<file path="config.mk">
export PLATFORM = sky130hd
export DESIGN_NAME = ser_ep_buffer
export DESIGN_NICKNAME = d
export VERILOG_FILES = /design/src/rtl/ser_ep_pkg.sv /design/src/rtl/ser_tx_path.sv /design/src/rtl/ser_rx_path.sv /design/src/rtl/ser_irq_bank.sv /design/src/rtl/ser_ep_buffer.sv
export SDC_FILE = /design/constraint.sdc
export NUM_CORES = 1
export LEC_CHECK = 0
export BUFFER_PORTS_ARGS = -buffer_cell sky130_fd_sc_hd__buf_4
export CAP_MARGIN = 25
export CORE_MARGIN = 3
export CORE_UTILIZATION = 35
export DETAILED_ROUTE_END_ITERATION = 8
export PLACE_DENSITY = 0.46
export SYNTH_ARGS = -nofsm -noshare
export SYNTH_HDL_FRONTEND = slang
export SYNTH_HIERARCHICAL = 1
export SYNTH_SLANG_ARGS = --single-unit
</file>
<file path="constraint.sdc">
create_clock -name clk -period 7.1 [get_ports clk]
set_clock_uncertainty 0.15 [all_clocks]
set_input_delay 0.355 -clock clk [delete_from_list [all_inputs] [get_ports clk]]
set_output_delay 0.355 -clock clk [all_outputs]
set_load 0.05 [all_outputs]
</file>
<file path="src/rtl/ser_ep_pkg.sv">
package ser_ep_pkg;
  typedef enum logic [1:0] {
    EP_OPEN  = 2'd0,
    EP_FILL  = 2'd1,
    EP_READY = 2'd2
  } ep_state_e;

  localparam int IRQ_N        = 3;
  localparam int IRQ_RX_PKT   = 0;
  localparam int IRQ_TX_EMPTY = 1;
  localparam int IRQ_RX_ZLP   = 2;
  localparam int RX_BASE      = 2;
endpackage

</file>
<file path="src/rtl/ser_tx_path.sv">
module ser_tx_path
  import ser_ep_pkg::*;
#(
  parameter int DEPTH = 64,
  parameter int AW    = 7
) (
  input  logic          clk,
  input  logic          rst,
  input  logic          wr_en,
  input  logic [7:0]    wr_byte,
  input  logic          commit,
  input  logic          in_ready,
  output logic          tx_free,
  output logic          in_valid,
  output logic [7:0]    in_data,
  output logic          in_last,
  output logic          in_zlp,
  output logic          drained,
  output logic [1:0]    state,
  output logic [AW-1:0] wr_addr,
  output logic [AW-1:0] rd_addr
);
  localparam int IW = $clog2(DEPTH);
  localparam logic [AW-1:0] FULL_A = AW'(DEPTH);

  logic [7:0]    mem [DEPTH];
  logic [AW-1:0] wr_ptr, rd_ptr;
  ep_state_e     st;
  logic          push;

  assign tx_free  = (st == EP_OPEN) && (wr_ptr < FULL_A);
  assign push     = tx_free && wr_en;
  assign in_valid = (st == EP_READY);
  assign in_zlp   = in_valid && (wr_ptr == '0);
  assign in_last  = in_valid && (in_zlp || (rd_ptr == wr_ptr - 1'b1));
  assign in_data  = (in_valid && !in_zlp) ? mem[IW'(rd_ptr)] : 8'd0;
  assign drained  = in_valid && in_ready && in_last;
  assign state    = st;
  assign wr_addr  = wr_ptr;
  assign rd_addr  = rd_ptr;

  always_ff @(posedge clk) begin
    if (push) mem[IW'(wr_ptr)] <= wr_byte;
  end

  always_ff @(posedge clk) begin
    if (rst) begin
      st     <= EP_OPEN;
      wr_ptr <= '0;
      rd_ptr <= '0;
    end else begin
      unique case (st)
        EP_OPEN: begin
          if (push) wr_ptr <= wr_ptr + 1'b1;
          if (commit) st <= EP_READY;
        end
        EP_READY: begin
          if (in_ready) begin
            if (in_last) begin
              st     <= EP_OPEN;
              wr_ptr <= '0;
              rd_ptr <= '0;
            end else begin
              rd_ptr <= rd_ptr + 1'b1;
            end
          end
        end
        default: st <= EP_OPEN;
      endcase
    end
  end
endmodule

</file>
<file path="src/rtl/ser_rx_path.sv">
module ser_rx_path
  import ser_ep_pkg::*;
#(
  parameter int DEPTH = 64,
  parameter int AW    = 7
) (
  input  logic          clk,
  input  logic          rst,
  input  logic          out_valid,
  input  logic [7:0]    out_data,
  input  logic          out_last,
  input  logic          out_zlp,
  input  logic          rd_pop,
  output logic          out_ready,
  output logic          rx_avail,
  output logic [7:0]    rd_byte,
  output logic          pkt_done,
  output logic          zlp_done,
  output logic [1:0]    state,
  output logic [AW-1:0] wr_addr,
  output logic [AW-1:0] rd_addr
);
  localparam int IW = $clog2(DEPTH);
  localparam logic [AW-1:0] BASE_A = AW'(RX_BASE);
  localparam logic [AW-1:0] TOP_A  = AW'(DEPTH + RX_BASE);

  logic [7:0]    mem [DEPTH];
  logic [AW-1:0] wr_ptr, rd_ptr, wr_next;
  ep_state_e     st;
  logic          beat, store, room;

  assign room      = wr_ptr < TOP_A;
  assign out_ready = (st == EP_OPEN) || (st == EP_FILL);
  assign beat      = out_valid && out_ready;
  assign store     = beat && !out_zlp && room;
  assign wr_next   = store ? wr_ptr + 1'b1 : wr_ptr;
  assign rx_avail  = (rd_ptr != wr_ptr);
  assign rd_byte   = rx_avail ? mem[IW'(rd_ptr - BASE_A)] : 8'd0;
  assign pkt_done  = beat && out_last && (wr_next != BASE_A);
  assign zlp_done  = beat && out_last && (wr_next == BASE_A);
  assign state     = st;
  assign wr_addr   = wr_ptr;
  assign rd_addr   = rd_ptr;

  always_ff @(posedge clk) begin
    if (store) mem[IW'(wr_ptr - BASE_A)] <= out_data;
  end

  always_ff @(posedge clk) begin
    if (rst) begin
      st     <= EP_OPEN;
      wr_ptr <= BASE_A;
      rd_ptr <= BASE_A;
    end else begin
      if (rd_pop && rx_avail) rd_ptr <= rd_ptr + 1'b1;
      unique case (st)
        EP_OPEN, EP_FILL: begin
          if (beat) begin
            wr_ptr <= wr_next;
            if (!out_last)            st <= EP_FILL;
            else if (wr_next == BASE_A) st <= EP_OPEN;
            else                      st <= EP_READY;
          end
        end
        EP_READY: begin
          if (!rx_avail) begin
            st     <= EP_OPEN;
            wr_ptr <= BASE_A;
            rd_ptr <= BASE_A;
          end
        end
        default: st <= EP_OPEN;
      endcase
    end
  end
endmodule

</file>
<file path="src/rtl/ser_irq_bank.sv">
module ser_irq_bank #(
  parameter int N = 3
) (
  input  logic         clk,
  input  logic         rst,
  input  logic [N-1:0] set,
  input  logic [N-1:0] clr,
  input  logic [N-1:0] ena,
  output logic [N-1:0] raw,
  output logic [N-1:0] st,
  output logic         irq
);
  for (genvar g = 0; g < N; g++) begin : g_src
    always_ff @(posedge clk) begin
      if (rst)         raw[g] <= 1'b0;
      else if (set[g]) raw[g] <= 1'b1;
      else if (clr[g]) raw[g] <= 1'b0;
    end
    assign st[g] = raw[g] & ena[g];
  end
  assign irq = |st;
endmodule

</file>
<file path="src/rtl/ser_ep_buffer.sv">
module ser_ep_buffer
  import ser_ep_pkg::*;
#(
  parameter int DEPTH = 64,
  localparam int AW   = $clog2(DEPTH + 3)
) (
  input  logic             clk,
  input  logic             rst,
  input  logic             cpu_wr,
  input  logic [31:0]      cpu_wdata,
  input  logic             cpu_done,
  input  logic             cpu_rd,
  output logic [7:0]       cpu_rdata,
  output logic             tx_free,
  output logic             rx_avail,
  output logic             in_valid,
  input  logic             in_ready,
  output logic [7:0]       in_data,
  output logic             in_last,
  output logic             in_zlp,
  input  logic             out_valid,
  output logic             out_ready,
  input  logic [7:0]       out_data,
  input  logic             out_last,
  input  logic             out_zlp,
  input  logic [IRQ_N-1:0] int_ena,
  input  logic [IRQ_N-1:0] int_clr,
  output logic [IRQ_N-1:0] int_raw,
  output logic [IRQ_N-1:0] int_st,
  output logic             irq,
  output logic [1:0]       tx_state,
  output logic [AW-1:0]    tx_wr_addr,
  output logic [AW-1:0]    tx_rd_addr,
  output logic [1:0]       rx_state,
  output logic [AW-1:0]    rx_wr_addr,
  output logic [AW-1:0]    rx_rd_addr
);
  logic             tx_drained, rx_pkt, rx_zlp;
  logic [IRQ_N-1:0] events;
  logic [23:0]      unused_wdata_hi;

  assign unused_wdata_hi = cpu_wdata[31:8];

  ser_tx_path #(.DEPTH(DEPTH), .AW(AW)) i_tx (
    .clk(clk), .rst(rst), .wr_en(cpu_wr), .wr_byte(cpu_wdata[7:0]),
    .commit(cpu_done), .in_ready(in_ready), .tx_free(tx_free),
    .in_valid(in_valid), .in_data(in_data), .in_last(in_last),
    .in_zlp(in_zlp), .drained(tx_drained), .state(tx_state),
    .wr_addr(tx_wr_addr), .rd_addr(tx_rd_addr)
  );

  ser_rx_path #(.DEPTH(DEPTH), .AW(AW)) i_rx (
    .clk(clk), .rst(rst), .out_valid(out_valid), .out_data(out_data),
    .out_last(out_last), .out_zlp(out_zlp), .rd_pop(cpu_rd),
    .out_ready(out_ready), .rx_avail(rx_avail), .rd_byte(cpu_rdata),
    .pkt_done(rx_pkt), .zlp_done(rx_zlp), .state(rx_state),
    .wr_addr(rx_wr_addr), .rd_addr(rx_rd_addr)
  );

  always_comb begin
    events               = '0;
    events[IRQ_RX_PKT]   = rx_pkt;
    events[IRQ_TX_EMPTY] = tx_drained;
    events[IRQ_RX_ZLP]   = rx_zlp;
  end

  ser_irq_bank #(.N(IRQ_N)) i_irq (
    .clk(clk), .rst(rst), .set(events), .clr(int_clr), .ena(int_ena),
    .raw(int_raw), .st(int_st), .irq(irq)
  );
endmodule

</file>
==> results of run 1 <==
critical path: cells and delay by family (launching register included):
kind / cells / cell delay [ns]
multiplexers: 2 / 1.16
AO/OA/AOI/OAI: 2 / 0.62
buffers and inverters: 2 / 0.91
flip-flops: 1 / 0.60
stage by stage:
stage               std cells  utilization  area (µm²)  hold slack [ns]  power, mW
global placement         3720       0.3749       44620           0.3522      9.767
floorplan                2130            -       42280           0.2741      8.894
finish                   3944       0.4066       48400          0.07722      15.29
CTS                      3941       0.4065       48380          0.01944      15.53
detailed placement       3723       0.3752       44660           0.3527      9.780
global route             3943       0.4066       48390          0.07086      15.91
cells in the final DEF (no fill, tap or decap), drive strengths merged, types with 4 or more instances in the layout:
cell type / n
edfxtp: 1024
mux4: 259
nor2: 181
clkbuf: 131
buf: 111
mux2i: 67
nand2: 57
clkinv: 53
a21oi: 47
dfxtp: 40
nand3: 29
nand2b: 22
nor2b: 22
o21ai: 22
mux2: 19
xnor2: 19
inv: 18
a22oi: 17
a211oi: 17
dlygate4sd3: 15
a221o: 13
xor2: 13
bufinv: 12
o211ai: 12
and2: 10
o22ai: 9
nand4: 7
nand3b: 7
ha: 7
nor3: 6
a311oi: 6
a22o: 6
or3: 6
a31oi: 5
clkinvlp: 4
o2111ai: 4
nor3b: 4
repair_timing:
action | CTS | global route
hold buffers | 15 | 0
endpoints found under the hold margin | 24 | 0
buffers inserted | 0 | 0
layout make-up:
class	count	area (µm²)
clock buffers	131	2884
clock inverters	72	683.2
fillers	10580	70630
inverters	15	56.30
well taps	1600	2002
flip-flops and latches	1064	31570
repair buffers	126	1074
multi-input cells	935	10130
diodes	1	2.502
cells by family (layout without fill, tap and decap cells):
group,count (synthesis),after routing
compound gates,182,182
xor+xnor,32,32
fa+ha+maj,7,7
buf+inv,131,344
flops,1064,1064
mux,345,345
other cells,1,2
simple gates,368,368
power groups by stage:
stage / logic [mW] / clock network [mW] / registers, mW
after floorplan: 1.81 / 0 / 7.09
after global placement: 2.62 / 0 / 7.15
after detailed placement: 2.63 / 0 / 7.15
after CTS: 2.64 / 5.87 / 7.02
after global routing: 2.75 / 6.14 / 7.02
final: 2.59 / 5.69 / 7.01
how the worst max path moves through the flow:
stage                                           from            to  slack, ns  cells past startpoint
after global placement                      register    in_data[0]       3.14                      6
after floorplan           i_rx/rd_addr[1]$_SDFF_PP1_  cpu_rdata[7]       2.98                     13
after CTS                                   register    in_data[0]       2.37                      6
after global routing      i_rx/rd_addr[0]$_SDFF_PP0_  cpu_rdata[3]       2.15                      7
final                                       register    in_data[0]       2.49                      6
after detailed placement                    register    in_data[0]       3.13                      6
metal layers:
layer | share of wire | vias up
li1 | - | 8993
met1 | 0.44 | 11160
met2 | 0.48 | 561
met3 | 0.060 | 107
met4 | 0.015 | 0
met5 | 0 | -
sequential cells by signal, indices dropped and copies added, names as in the netlist, named ones only:
signal,cells
i_tx/mem,512
i_tx/state,1
i_irq/raw,3
i_rx/state,2
i_rx/mem,512
i_rx/rd_addr,7
i_tx/wr_addr,7
i_rx/wr_addr,7
i_tx/rd_addr,7
==> run summary, run 1 <==
Status - finished clean
Num Clock Sinks - 1,064
Post-synthesis sequential area ratio - 0.7462
Post-Synth XOR/XNOR Area - 0.006806
Largest net degree at the start of global routing - 117
Vias per cell - 5.279
CP Launch Type - register
Synth Warn # - 6
Final setup fails - 0
Initial antenna violation count - 0
Yosys reg bits - 1,064
Switching share of power - 0.2612
Reg-to-Reg End - i_rx/mem[4][0]$_DFFE_PP_
Fmax - 0.2170 GHz
Adder-Cell Fraction of Synth Area - 0.002071
Final period utilization - 0.6489
Post-synthesis simple-gate area fraction - 0.04063
Kind of critical path - reg2out
Maxcap violations - 0
TritonCTS buffer count - 110
Full die area - 125,000 µm²
Worst hold path class - in2reg
CTS root buf - clkbuf_16
Die H - 353.6 µm
Post-synthesis average cell area - 19.85 µm²
Initial core utilization - 0.3552
Worst Path Max Fanout - 105
Final Worst Setup Slack - 2.493 ns
Post-synthesis mux area share - 0.1589
Final Hold Fails - 0
DRC - 0
Met3 Use GR - 0.03493
CTS tree - done
Skew-Pair Late Insertion Delay - 0.68 ns
Data arrival, critical path - 4.10 ns
Share of cells above drive strength 1 - 0.2475
Overflow after GRT - 0
Number of flops mapped to enable cells by yosys - 1,024
FP Rows - 126
Post-synthesis async set-or-reset flop share - 0
GR Util met1 - 0.2371
Critical R2R Launch - i_rx/wr_addr[4]$_SDFFE_PP0P_
Min-delay src - out_data[4]
Via count - 20.82k
Cells on Worst Hold Path - 1
Pre-CTS setup slack - 3.130 ns
Slew Viols, Final - 0
Net Sw Power - 3.994 mW
Crit path largest cell delay - 0.64 ns
Logic pwr share - 0.169
Resize count post-CTS - 0
Sequential share of power - 0.459
Clk slew on worst S/H paths - 0.06 ns
Slew HR - 0.2972
Setup crit end kind - output pin
Cell-by-cell trace of the critical path - buf_12 > mux4_2 > mux4_2 > o211ai_1 > o21ai_0 > buf_4
IO Count - 116
Slowest CP cell - buf_12
GR Util met2 - 0.2671
Largest family of logic cells by synthesized area - multiplexers
Synth cell count leaders - 1,024 x edfxtp_1, 259 x mux4_2, 181 x nor2_1
Maximum clock path buffer count - 3
WL per Instance - 26.51 µm
Tmin final - 4.607 ns
Layout Nets - 2,314
Complex-gate fraction of the synthesized area - 0.03054
Cell taking the most area after synthesis - edfxtp_1
Most used flip-flop cell after synthesis - edfxtp_1
Top cell type's share of synthesized area - 0.7273
Gr usage total - 0.1672
Cell with the most instances after synthesis - edfxtp_1
RSZ-0062 raised after global routing - no
# port buffers - 90
Synth area leaders - edfxtp_1 73%, mux4_2 14%, dfxtp_1 1.9%
Area grow syn2layout - 14.46%
WL final - 104,600 µm
First-pass GRT wire length - 153,200 µm
Worst Hold Endpoint - i_rx/mem[35][4]$_DFFE_PP_
H-tree levels - 3
Syn Std Cell Area - 42,280 µm²
Setup TNS - 0 ns
Worst slew pin tran - 1.054 ns
DRT iter0 DRCs - 1,919
Critical Path Most Common Cell - mux4_2
Global route hottest layer - met2
Pwr per Cell Area - 315.9 nW/µm²
Syn_nets - 2,192
Synth cell types - 68
ANT nets after route - 0
VDD IR-drop max - 254.1 µV
GP Congestion - 0.7569
Static Leakage - 14.80 nW
Clk pwr share - 0.372
Die X - 353.6 µm
Cells after Synth - 2,130
Pre-antenna DRT Iters - 7
Core box area - 119,000 µm²
Internal power - 11.30 mW
R2r setup slk - 3.58 ns
Number of global-route vias before repair - 21.66k
HPWL Detailed - 62,250 µm
Worst R2R Path Depth - 5
WP data required - 6.59 ns
Power figures use the tool's default switching activity.
==> run 2: changes to the inputs <==
ABC_AREA = 1   (was default)
PLACE_DENSITY = 0.48   (was 0.46)
clock period = 4.1 ns   (was 7.1 ns; I/O delays follow)
==> run 2 against run 1 <==
Net effect: sequential power is 71% higher; register-to-register slack worse by 2.8 ns; via count is 38% higher; first-iteration DRC count is 24% higher; final area is 4.7% higher; synthesized area is 4.2% higher; wire length is 15% higher; non-clock buffer count is 117 higher; combinational power is 48% higher; synthesized cell count is 78% higher; worst hold slack worse by 0.017 ns; critical path type unchanged; critical endpoint is now cpu_rdata[2]; highest routed layer unchanged.
==> run summary, run 2 <==
H-tree levels - 3 (unchanged)
WP data required - 3.74 ns (was 6.59 ns)
Post-synthesis average cell area - 11.66 µm² (was 19.85 µm²)
Final Hold Fails - 0 (unchanged)
Switching share of power - 0.2740 (was 0.2612)
Worst Path Max Fanout - 35 (was 105)
Syn Std Cell Area - 44,070 µm² (was 42,280 µm²)
Final period utilization - 0.9481
First-pass GRT wire length - 180,400 µm (was 153,200 µm)
Most common cell after layout, fill and taps aside - edfxtp_1 (unchanged)
Largest net degree at the start of global routing - 139 (was 117)
Buf/Inv on CP - 4 (was 2)
GP Congestion - 0.7669 (was 0.7569)
Area grow syn2layout - 14.95% (was 14.46%)
CTS root buf - clkbuf_16 (unchanged)
Status - finished clean (unchanged)
Slowest CP cell - dfxtp_1 (was buf_12)
Final Worst Setup Slack - 0.2128 ns (was 2.493 ns)
Pwr per Cell Area - 510.6 nW/µm² (was 315.9 nW/µm²)
Slew HR - 0.3608 (was 0.2972)
Worst Hold Endpoint - i_rx/wr_addr[5]$_SDFFE_PP0P_ (was i_rx/mem[35][4]$_DFFE_PP_)
WL final - 120,400 µm (was 104,600 µm)
Full die area - 130,200 µm² (was 125,000 µm²)
Fmax - 0.2573 GHz
Slew Viols, Final - 0 (unchanged)
Synth Warn # - 6 (unchanged)
Cells on Worst Hold Path - 8 (was 1)
CTS tree - done (unchanged)
Number of global-route vias before repair - 27.62k (was 21.66k)
Top delay family on crit path - buffers and inverters (was multiplexers)
Num Clock Sinks - 1,064 (unchanged)
Most used flip-flop cell after synthesis - edfxtp_1 (unchanged)
VDD IR-drop max - 323.9 µV (was 254.1 µV)
IO Count - 116 (unchanged)
Worst R2R Path Depth - 13 (was 5)
Critical R2R Launch - i_rx/wr_addr[1]$_SDFFE_PP1P_ (was i_rx/wr_addr[4]$_SDFFE_PP0P_)
Maximum clock path buffer count - 3 (unchanged)
Net Sw Power - 7.087 mW (was 3.994 mW)
Share of cells above drive strength 1 - 0.1050 (was 0.2475)
Overall Power - 25.87 mW (was 15.29 mW)
Number of flops mapped to enable cells by yosys - 1,024 (unchanged)
Top cell type's share of synthesized area - 0.6977 (was 0.7273)
Post-synthesis async set-or-reset flop share - 0 (unchanged)
RSZ-0062 raised after global routing - no (unchanged)
Setup TNS - 0 ns (unchanged)
Initial core utilization - 0.3546 (was 0.3552)
Clk slew on worst S/H paths - 0.06 ns (about the same)
Fin area - 50,660 µm² (was 48,400 µm²)
Synth cell count leaders - 1,024 x edfxtp_1, 766 x nor2_1, 550 x nand2_1 (was 1,024 x edfxtp_1, 259 x mux4_2, 181 x nor2_1)
Via count - 28.71k (was 20.82k)
Post-synthesis sequential area ratio - 0.7159 (was 0.7462)
Cell taking the most area after synthesis - edfxtp_1 (unchanged)
Data arrival, critical path - 3.53 ns (was 4.10 ns)
TritonCTS buffer count - 115 (was 110)
Area after DPL - 46,690 µm² (was 44,660 µm²)
Initial antenna violation count - 1 (was 0)
Cell-by-cell trace of the critical path - inv_1 > ha_2 > inv_2 > buf_12 > o211ai_1 > nand3_1 > nand3_1 > nand3_1 > a21oi_2 > buf_4 (was buf_12 > mux4_2 > mux4_2 > o211ai_1 > o21ai_0 > buf_4)
Worst hold path class - in2reg (unchanged)
HPWL Detailed - 68,370 µm (was 62,250 µm)
Synth area leaders - edfxtp_1 70%, nor2_1 6.5%, nand3_1 5.0% (was edfxtp_1 73%, mux4_2 14%, dfxtp_1 1.9%)
Min-delay src - out_zlp (was out_data[4])
Largest registers - i_rx/mem x512, i_tx/mem x512 (unchanged)
CP Launch Type - register (unchanged)
Yosys reg bits - 1,064 (unchanged)
Core box area - 124,300 µm² (was 119,000 µm²)
Die H - 360.9 µm (was 353.6 µm)
FP Rows - 129 (was 126)
Syn_nets - 3,843 (was 2,192)
Overflow after GRT - 0 (unchanged)
Critical Path Most Common Cell - nand3_1 (was mux4_2)
Crit path largest cell delay - 0.41 ns (was 0.64 ns)
Pre-CTS setup slack - 0.9026 ns (was 3.130 ns)
Static Leakage - 17.39 nW (was 14.80 nW)
Sequential share of power - 0.464 (was 0.459)
Maxcap violations - 0 (unchanged)
Pre-antenna DRT Iters - 5 (was 7)
Clk pwr share - 0.388 (was 0.372)
Worst path depth - 10 (was 6)
Reg-to-Reg End - i_irq/raw[2]$_SDFFE_PP0P_ (was i_rx/mem[4][0]$_DFFE_PP_)
Skew-Pair Late Insertion Delay - 0.71 ns (was 0.68 ns)
Logic pwr share - 0.148 (was 0.169)
DRC - 0 (unchanged)
R2r setup slk - 0.78 ns (was 3.58 ns)
DRT iter0 DRCs - 2,378 (was 1,919)
Kind of critical path - reg2out (unchanged)
# port buffers - 90 (unchanged)
Final setup fails - 0 (unchanged)
Cell with the most instances after synthesis - edfxtp_1 (unchanged)
Commonest cells after routing, fill and taps aside - 1,024 x edfxtp_1, 766 x nor2_1, 550 x nand2_1 (was 1,024 x edfxtp_1, 259 x mux4_2, 181 x nor2_1)
Tmin final - 3.887 ns
Die X - 360.9 µm (was 353.6 µm)
WL per Instance - 21.32 µm (was 26.51 µm)
Gr usage total - 0.1825 (was 0.1672)
Worst slew pin tran - 0.9562 ns (was 1.054 ns)
ANT nets after route - 0 (unchanged)
Internal power - 18.78 mW (was 11.30 mW)
Cells after Synth - 3,781 (was 2,130)
Synth cell types - 45 (was 68)
Layout Nets - 3,969 (was 2,314)
Setup crit end kind - output pin (unchanged)
Vias per cell - 5.085 (was 5.279)
==> run 2: cell types whose count changed after synthesis, sizes merged, moves of 101 or more <==
cell,previous run,this run
a21oi,47,148
mux4,259,0
nand2,57,559
nor2,181,770
nand3,29,448
o21ai,22,333
==> run 2: layout make-up <==
class | count | area (µm²)
sequential | 1064 | 31570
clock buffer | 148 | 3043
timing repair buffer | 243 | 2132
antenna | 1 | 2.502
tap | 1637 | 2048
fill | 11910 | 73620
inverter | 67 | 265.3
clock inverter | 70 | 591.8
multi-input combinational | 2416 | 11010
==> run 2: routing by layer <==
layer,vias up,track usage,wire length [µm]
met3,162,0.02717,6493
met5,-,0,0
li1,13690,-,-
met1,14140,0.2716,57190
met2,716,0.2778,54170
met4,0,0.05058,2540
==> run 2: cell families after synthesis <==
family	synth area share
xor+xnor	0.004741
compound gates	0.07299
fa+ha+maj	0.001987
flops	0.7159
buf+inv	0.03475
other cells	0.00008509
simple gates	0.1696
==> run 2: worst reg2reg max path, stage by stage, from the launching register on <==
cell and delay, ns:
dfxtp_1 0.76, nor2_8 0.10, nand3_2 0.12, nand2_2 0.16, nand2_2 0.45, nand2_1 0.16
nand2_1 0.09, nand2_1 0.05, nor2_1 0.11, nand2_1 0.10, nor2_1 0.24, inv_1 0.09
a21oi_1 0.13, dlygate4sd3_1 0.55
==> run 2: how the worst max path moves through the flow <==
stage                                       from                        end  slack (ns)
CTS                   i_rx/rd_addr[2]$_SDFF_PP0_               cpu_rdata[2]        0.09
detailed placement  i_rx/wr_addr[1]$_SDFFE_PP1P_  i_rx/mem[26][0]$_DFFE_PP_        0.90
floorplan             i_rx/rd_addr[1]$_SDFF_PP1_               cpu_rdata[4]        0.68
finish                i_rx/rd_addr[2]$_SDFF_PP0_               cpu_rdata[2]        0.21
global placement      i_rx/rd_addr[2]$_SDFF_PP0_               cpu_rdata[2]        0.93
global route          i_rx/rd_addr[1]$_SDFF_PP1_               cpu_rdata[5]        0.04
==> run 2: timing repair <==
| action | 4_1_cts | 5_1_grt |
|---|---|---|
| hold buffers | 33 | 0 |
| buffers inserted | 0 | 0 |
| endpoints found under the hold margin | 1046 | 0 |
| gates resized for setup | 0 | 2 |
| setup endpoints to repair | 0 | 2 |
==> run 2: metrics by stage <==
stage	utilization	hold slack, ns	cells
after detailed placement	0.3756	0.2820	5394
after CTS	0.4076	0.004745	5645
after global routing	0.4076	0.09134	5645
after floorplan	-	0.1241	3781
final	0.4076	0.06065	5646
after global placement	0.3756	0.2756	5394
==> run 2: power by group through the flow <==
stage                     clock network (mW)  registers, mW  logic [mW]
after floorplan                            0           12.2        2.39
after global placement                     0           12.2        3.80
after detailed placement                   0           12.2        3.82
after CTS                               10.3           12.0        3.85
after global routing                    10.8           12.0        4.21
final                                   10.0           12.0        3.83
